$ cat config.mk
export PLATFORM = sky130hd
export DESIGN_NAME = pc_nextaddr
export DESIGN_NICKNAME = d
export VERILOG_FILES = /design/src/rtl/pcnext_pkg.sv /design/src/rtl/pcnext_decode.sv /design/src/rtl/pcnext_target.sv /design/src/rtl/pc_nextaddr.sv
export SDC_FILE = /design/constraint.sdc
export NUM_CORES = 1
export LEC_CHECK = 0
export ABC_AREA = 1
export BUFFER_PORTS_ARGS = -buffer_cell sky130_fd_sc_hd__clkbuf_2
export CAP_MARGIN = 20
export CORE_UTILIZATION = 55
export DETAILED_ROUTE_END_ITERATION = 6
export PLACE_DENSITY = 0.87
export SYNTH_ARGS = -nofsm -noshare
export SYNTH_HDL_FRONTEND = slang
export SYNTH_SLANG_ARGS = --single-unit
$ cat constraint.sdc
create_clock -name clk -period 6.9 [get_ports clk]
set_input_delay 1.035 -clock clk [delete_from_list [all_inputs] [get_ports clk]]
set_output_delay 1.035 -clock clk [all_outputs]
set_load 0.02 [all_outputs]
$ cat src/rtl/pcnext_pkg.sv
package pcnext_pkg;
  typedef enum logic [1:0] {
    NX_SEQ    = 2'd0,
    NX_BRANCH = 2'd1,
    NX_JUMP   = 2'd2,
    NX_REG    = 2'd3
  } nx_kind_e;

  localparam int OP_W = 6;
  localparam int FN_W = 6;

  localparam logic [OP_W-1:0] OP_SPECIAL = 6'd0;
  localparam logic [OP_W-1:0] OP_JMP     = 6'd2;
  localparam logic [OP_W-1:0] OP_JMPLINK = 6'd3;
  localparam logic [OP_W-1:0] OP_BREQ    = 6'd4;
  localparam logic [OP_W-1:0] OP_BRNE    = 6'd5;
  localparam logic [FN_W-1:0] FN_REGJMP  = 6'd8;
endpackage

$ cat src/rtl/pcnext_decode.sv
module pcnext_decode
  import pcnext_pkg::*;
#(
  parameter int XLEN = 32
) (
  input  logic [OP_W-1:0] opcode_i,
  input  logic [FN_W-1:0] funct_i,
  input  logic [XLEN-1:0] cmp_a_i,
  input  logic [XLEN-1:0] cmp_b_i,
  output nx_kind_e        kind_o,
  output logic            taken_o
);
  logic same;
  assign same = (cmp_a_i == cmp_b_i);

  always_comb begin
    kind_o  = NX_SEQ;
    taken_o = 1'b0;
    case (opcode_i)
      OP_BREQ: begin
        kind_o  = NX_BRANCH;
        taken_o = same;
      end
      OP_BRNE: begin
        kind_o  = NX_BRANCH;
        taken_o = !same;
      end
      OP_JMP, OP_JMPLINK: kind_o = NX_JUMP;
      OP_SPECIAL: if (funct_i == FN_REGJMP) kind_o = NX_REG;
      default: kind_o = NX_SEQ;
    endcase
  end
endmodule

$ cat src/rtl/pcnext_target.sv
module pcnext_target #(
  parameter int XLEN   = 32,
  parameter int IMM_W  = 16,
  parameter int JIDX_W = 26,
  parameter int SHIFT  = 2
) (
  input  logic [XLEN-1:0]   pc_i,
  input  logic [JIDX_W-1:0] jidx_i,
  output logic [XLEN-1:0]   seq_o,
  output logic [XLEN-1:0]   br_o,
  output logic [XLEN-1:0]   jmp_o
);
  localparam int REGION_W = XLEN - JIDX_W - SHIFT;
  localparam logic [XLEN-1:0] STEP = XLEN'(1) << SHIFT;

  logic [IMM_W-1:0] imm;
  logic [XLEN-1:0]  imm_sext;

  assign imm      = jidx_i[IMM_W-1:0];
  assign imm_sext = {{(XLEN-IMM_W){imm[IMM_W-1]}}, imm};
  assign seq_o    = pc_i + STEP;
  assign br_o     = seq_o + (imm_sext << SHIFT);
  assign jmp_o    = {pc_i[XLEN-1 -: REGION_W], jidx_i, {SHIFT{1'b0}}};
endmodule

$ cat src/rtl/pc_nextaddr.sv
module pc_nextaddr
  import pcnext_pkg::*;
#(
  parameter int              XLEN      = 32,
  parameter logic [XLEN-1:0] RESET_VEC = 32'h0040_0000
) (
  input  logic            clk,
  input  logic            rst,
  input  logic            stall_i,
  input  logic [XLEN-1:0] instr_i,
  input  logic [XLEN-1:0] cmp_a_i,
  input  logic [XLEN-1:0] cmp_b_i,
  input  logic [XLEN-1:0] jreg_i,
  output logic [XLEN-1:0] pc_o,
  output logic [XLEN-1:0] pc_plus4_o,
  output logic            br_taken_o
);
  localparam int JIDX_W   = 26;
  localparam int SHIFT    = 2;
  localparam int REGION_W = XLEN - JIDX_W - SHIFT;

  logic [XLEN-1:0] pc_q, pc_d;
  logic [XLEN-1:0] seq_addr, br_addr, jmp_addr;
  nx_kind_e        kind;
  logic            taken;

  pcnext_decode #(.XLEN(XLEN)) u_decode (
    .opcode_i (instr_i[XLEN-1 -: OP_W]),
    .funct_i  (instr_i[FN_W-1:0]),
    .cmp_a_i  (cmp_a_i),
    .cmp_b_i  (cmp_b_i),
    .kind_o   (kind),
    .taken_o  (taken)
  );

  pcnext_target #(.XLEN(XLEN), .IMM_W(16), .JIDX_W(JIDX_W), .SHIFT(SHIFT)) u_target (
    .pc_i   (pc_q),
    .jidx_i (instr_i[JIDX_W-1:0]),
    .seq_o  (seq_addr),
    .br_o   (br_addr),
    .jmp_o  (jmp_addr)
  );

  always_comb begin
    case (kind)
      NX_BRANCH: pc_d = taken ? br_addr : seq_addr;
      NX_JUMP:   pc_d = jmp_addr;
      NX_REG:    pc_d = jreg_i;
      default:   pc_d = seq_addr;
    endcase
  end

  always_ff @(posedge clk) begin
    if (rst)           pc_q <= RESET_VEC;
    else if (!stall_i) pc_q <= pc_d;
  end

  assign pc_o       = pc_q;
  assign pc_plus4_o = seq_addr;
  assign br_taken_o = taken;

  assert_reset_vec_R1: assert property (@(posedge clk)
    rst |=> pc_q == RESET_VEC);

  assert_stall_hold_R9: assert property (@(posedge clk) disable iff (rst)
    stall_i |=> pc_q == $past(pc_q));

  assert_seq_step_R2: assert property (@(posedge clk) disable iff (rst)
    (!stall_i && kind == NX_SEQ) |=> pc_q == $past(pc_q) + 32'd4);

  assert_untaken_step_R4: assert property (@(posedge clk) disable iff (rst)
    (!stall_i && kind == NX_BRANCH && !br_taken_o) |=> pc_q == $past(pc_q) + 32'd4);

  assert_jump_region_R7: assert property (@(posedge clk) disable iff (rst)
    (!stall_i && kind == NX_JUMP) |=>
      (pc_q[XLEN-1 -: REGION_W] == $past(pc_q[XLEN-1 -: REGION_W]) && pc_q[SHIFT-1:0] == '0));

  assert_regjump_R8: assert property (@(posedge clk) disable iff (rst)
    (!stall_i && kind == NX_REG) |=> pc_q == $past(jreg_i));

  assert_taken_branch_R10: assert property (@(posedge clk) disable iff (rst)
    br_taken_o |-> kind == NX_BRANCH);
endmodule

==> flow_metrics.py <==
metrics = {
    "place": {
        "place_congestion": 0.991,
        "numPortBuffers": 195,
        "dp_slack_ns": 3.22,
        "place_hpwl_mm": 16.0,
    },
    "synth": {
        "synth-seq-cells": 32,
        "syn_area_um2": 5530,
        "netlist_instances": 1002,
        "synth_top_cell_by_area": "nand2_1",
        "seq_area_frac_synth_pct": 11.6,
        "postSynth.asyncResetShare_pct": 0,
        "syn-num-nets": 1169,
        "yosys-top-cells-count": "nand2_1, inv_1, nor2_1, nand3_1, a21oi_1",
        "yosysWarnings": 0,
        "yosysUniqueCellTypes": 41,
        "synth_most_common_cell": "nand2_1",
        "yosysTopAreaCellShare_pct": 19.6,
        "synthFlopType": "dfxtp_1",
        "yosys-top-cells-area": "nand2_1, dfxtp_1, inv_1",
        "avgSynthCellArea_um2": 5.52,
        "synth-edff-count": 0,
    },
    "clock_network": {
        "cts_tree": "yes",
        "cts-root-buf": "clkbuf_8",
        "cts.sinks": 32,
        "clk_path_buf_depth": 2,
        "ctsHoldBuffers": 0,
        "post_cts_buffers": 0,
        "clk_pin_slew_ns": 0.08,
        "ctsResizeCount": 0,
        "htreeDepth": 2,
        "cts_buffers": 5,
        "insertion_delay_ns": 0.30,
    },
    "finish": {
        "fillers": 973,
        "area_growth_syn_to_layout_pct": 20.2,
        "drive_above_1_share_pct": 21.2,
        "nets": 1347,
        "largest_reg_flops": 32,
        "fin_util_pct": 68.0,
        "antenna_cells": 0,
    },
    "critical_path": {
        "critical_path.max_stage_delay_ns": 0.42,
        "cp.required_ns": 7.14,
        "critPathBufInv": 4,
        "cp_cell_sequence": "ha_1 -> nand3_1 -> nor2_1 -> inv_1 -> nor2_1 -> nand3_1 -> nor2_1 -> nand2_1 -> nor2_2 -> xnor2_1 -> clkinv_1 -> ha_1 -> nand2_1 -> nor2_1 -> inv_1 -> nor3_1 -> nand3_1 -> nand3_1 -> nor2_1 -> o21ai_0 -> nand2_1 -> nand4_1 -> nand2_1 -> inv_1",
        "cp_top_family": "simple AND/OR/NAND/NOR gates",
        "criticalPathCategory": "reg -> reg",
        "critical_path.slowest_cell": "dfxtp_1",
        "end_kind": "flop",
        "cp-start-kind": "flop",
        "cp_max_fo": 5,
        "cp_common_cell": "nor2_1",
        "critPathArrivalTime_ns": 4.05,
    },
    "floorplan": {
        "ios": 196,
        "fp-row-count": 36,
        "core_um2": 9770,
        "initial_core_util_pct": 56.6,
        "die_h_um": 102,
        "die_area_um2": 10500,
        "die_width_um": 102,
    },
    "flow_run": {
        "max_cap_violations": 0,
    },
    "sta": {
        "setup_viol": 0,
        "finalHoldViolations": 0,
        "fmaxAchievable_mhz": 262,
        "fin_crit_sh_pct": 55.2,
        "period_needed_ns": 3.81,
        "fin_setup_tns_ns": 0,
        "rsz0062_at_grt": "no",
        "clock_skew_ns": 0.0101,
        "setup_slack_ns": 3.09,
        "final-max-slew-violation-count": 0,
        "tightest_slew_ns": 0.775,
        "relSlewSlack_pct": 48.1,
    },
    "global_route": {
        "grt_pass1_vias": 6202,
        "overflow": 0,
        "grt_pass1_wl_mm": 29.7,
        "grt_max_degree": 36,
        "track_usage_pct": 36.9,
        "antenna_found_initial": 0,
    },
    "power": {
        "ir_drop_uv": 104,
        "power_w": 0.000741,
        "powerDensity_nw_per_um2": 111,
        "leakagePower_nw": 3.64,
    },
    "route": {
        "drc_errors": 0,
        "first_iter_violations": 468,
        "routed_wl_mm": 19.4,
        "routedWlPerCell_um": 14.8,
        "antenna_left": 0,
        "drtPass1Iterations": 6,
        "vias_per_cell": 5.46,
        "vias": 7181,
    },
    "run_status": {
        "status": "finished clean",
    },
    "min_path": {
        "holdCritPathClass": "reg -> reg",
    },
}
through the flow:
step / instance area [um2] / hold slack (ns) / std cells
after detailed placement: 6560 / 0.477 / 1306
after global routing: 6650 / 0.503 / 1314
final: 6650 / 0.487 / 1314
after global placement: 6560 / 0.467 / 1306
after floorplan: 5530 / 0.548 / 1002
after CTS: 6650 / 0.488 / 1314
report_power, final:
part           total, W  internal, W  switching [W]
Sequential     0.000215     0.000196      0.0000187
Combinational  0.000370     0.000136       0.000234
Clock          0.000155    0.0000796      0.0000758
Total          0.000741     0.000412       0.000329
metal layers:
metal | wire length [um] | vias to the layer above | share of wire (%) | global-route usage [%]
li1 | - | 3570 | - | -
met1 | 8050 | 3169 | 41 | 46.2
met3 | 1580 | 55 | 8.1 | 4.51
met5 | 0 | - | 0 | 0
met4 | 747 | 0 | 3.8 | 14.8
met2 | 9080 | 387 | 47 | 64.0
cells in the final DEF (no fill, tap or decap), types with 2 or more instances in the layout:
cell type / count
ha_1: 35
clkbuf_2: 195
nor4_1: 4
nor3_1: 14
or2_1: 3
o21ai_0: 41
o211ai_2: 4
a21oi_1: 72
o21bai_1: 7
nand4_1: 18
inv_1: 148
nor3_2: 2
or2_0: 3
nor4_2: 2
nor2_4: 4
clkinv_2: 2
clkinv_1: 2
a22o_1: 12
clkbuf_8: 6
nor2_2: 8
xnor2_1: 28
nand2_2: 11
nand3_1: 75
o21ai_1: 8
nand2_1: 289
xor2_1: 24
dfxtp_1: 32
nor2_1: 106
inv_2: 7
or2_2: 4
nand3b_1: 3
o211ai_1: 3
worst min-delay path, stage by stage, from the launching register on:
cell and delay [ns]:
dfxtp_1 0.32, nand2_1 0.06, a21oi_1 0.05
cell type report:
cell class	instances	area [um2]	share of cell area, %
Inverter	157	589	8.86
Clock buffer	6	82.6	1.24
Clock inverter	2	10.0	0.151
Multi-Input combinational cell	788	4180	62.8
Sequential cell	32	641	9.63
Timing Repair Buffer	196	983	14.8
Tap cell	133	166	2.50
path summary, 6_finish.rpt:
check | from | end | slack (ns) | cells past startpoint
min | pc_o[0] | pc_o[0] | 0.49 | 2
max | pc_o[2] | pc_o[25] | 3.09 | 24
min reg2reg | pc_o[0] | pc_o[0] | 0.49 | 2
max reg2reg | pc_o[2] | pc_o[25] | 3.09 | 24
kinds of logic after synthesis:
group	share of synthesized area [%]
buf+inv	12.9
simple gates	43.6
compound gates	15.4
flops	11.6
xor+xnor	8.23
fa+ha+maj	8.28
Note: power is estimated with default switching activity, not from simulation.
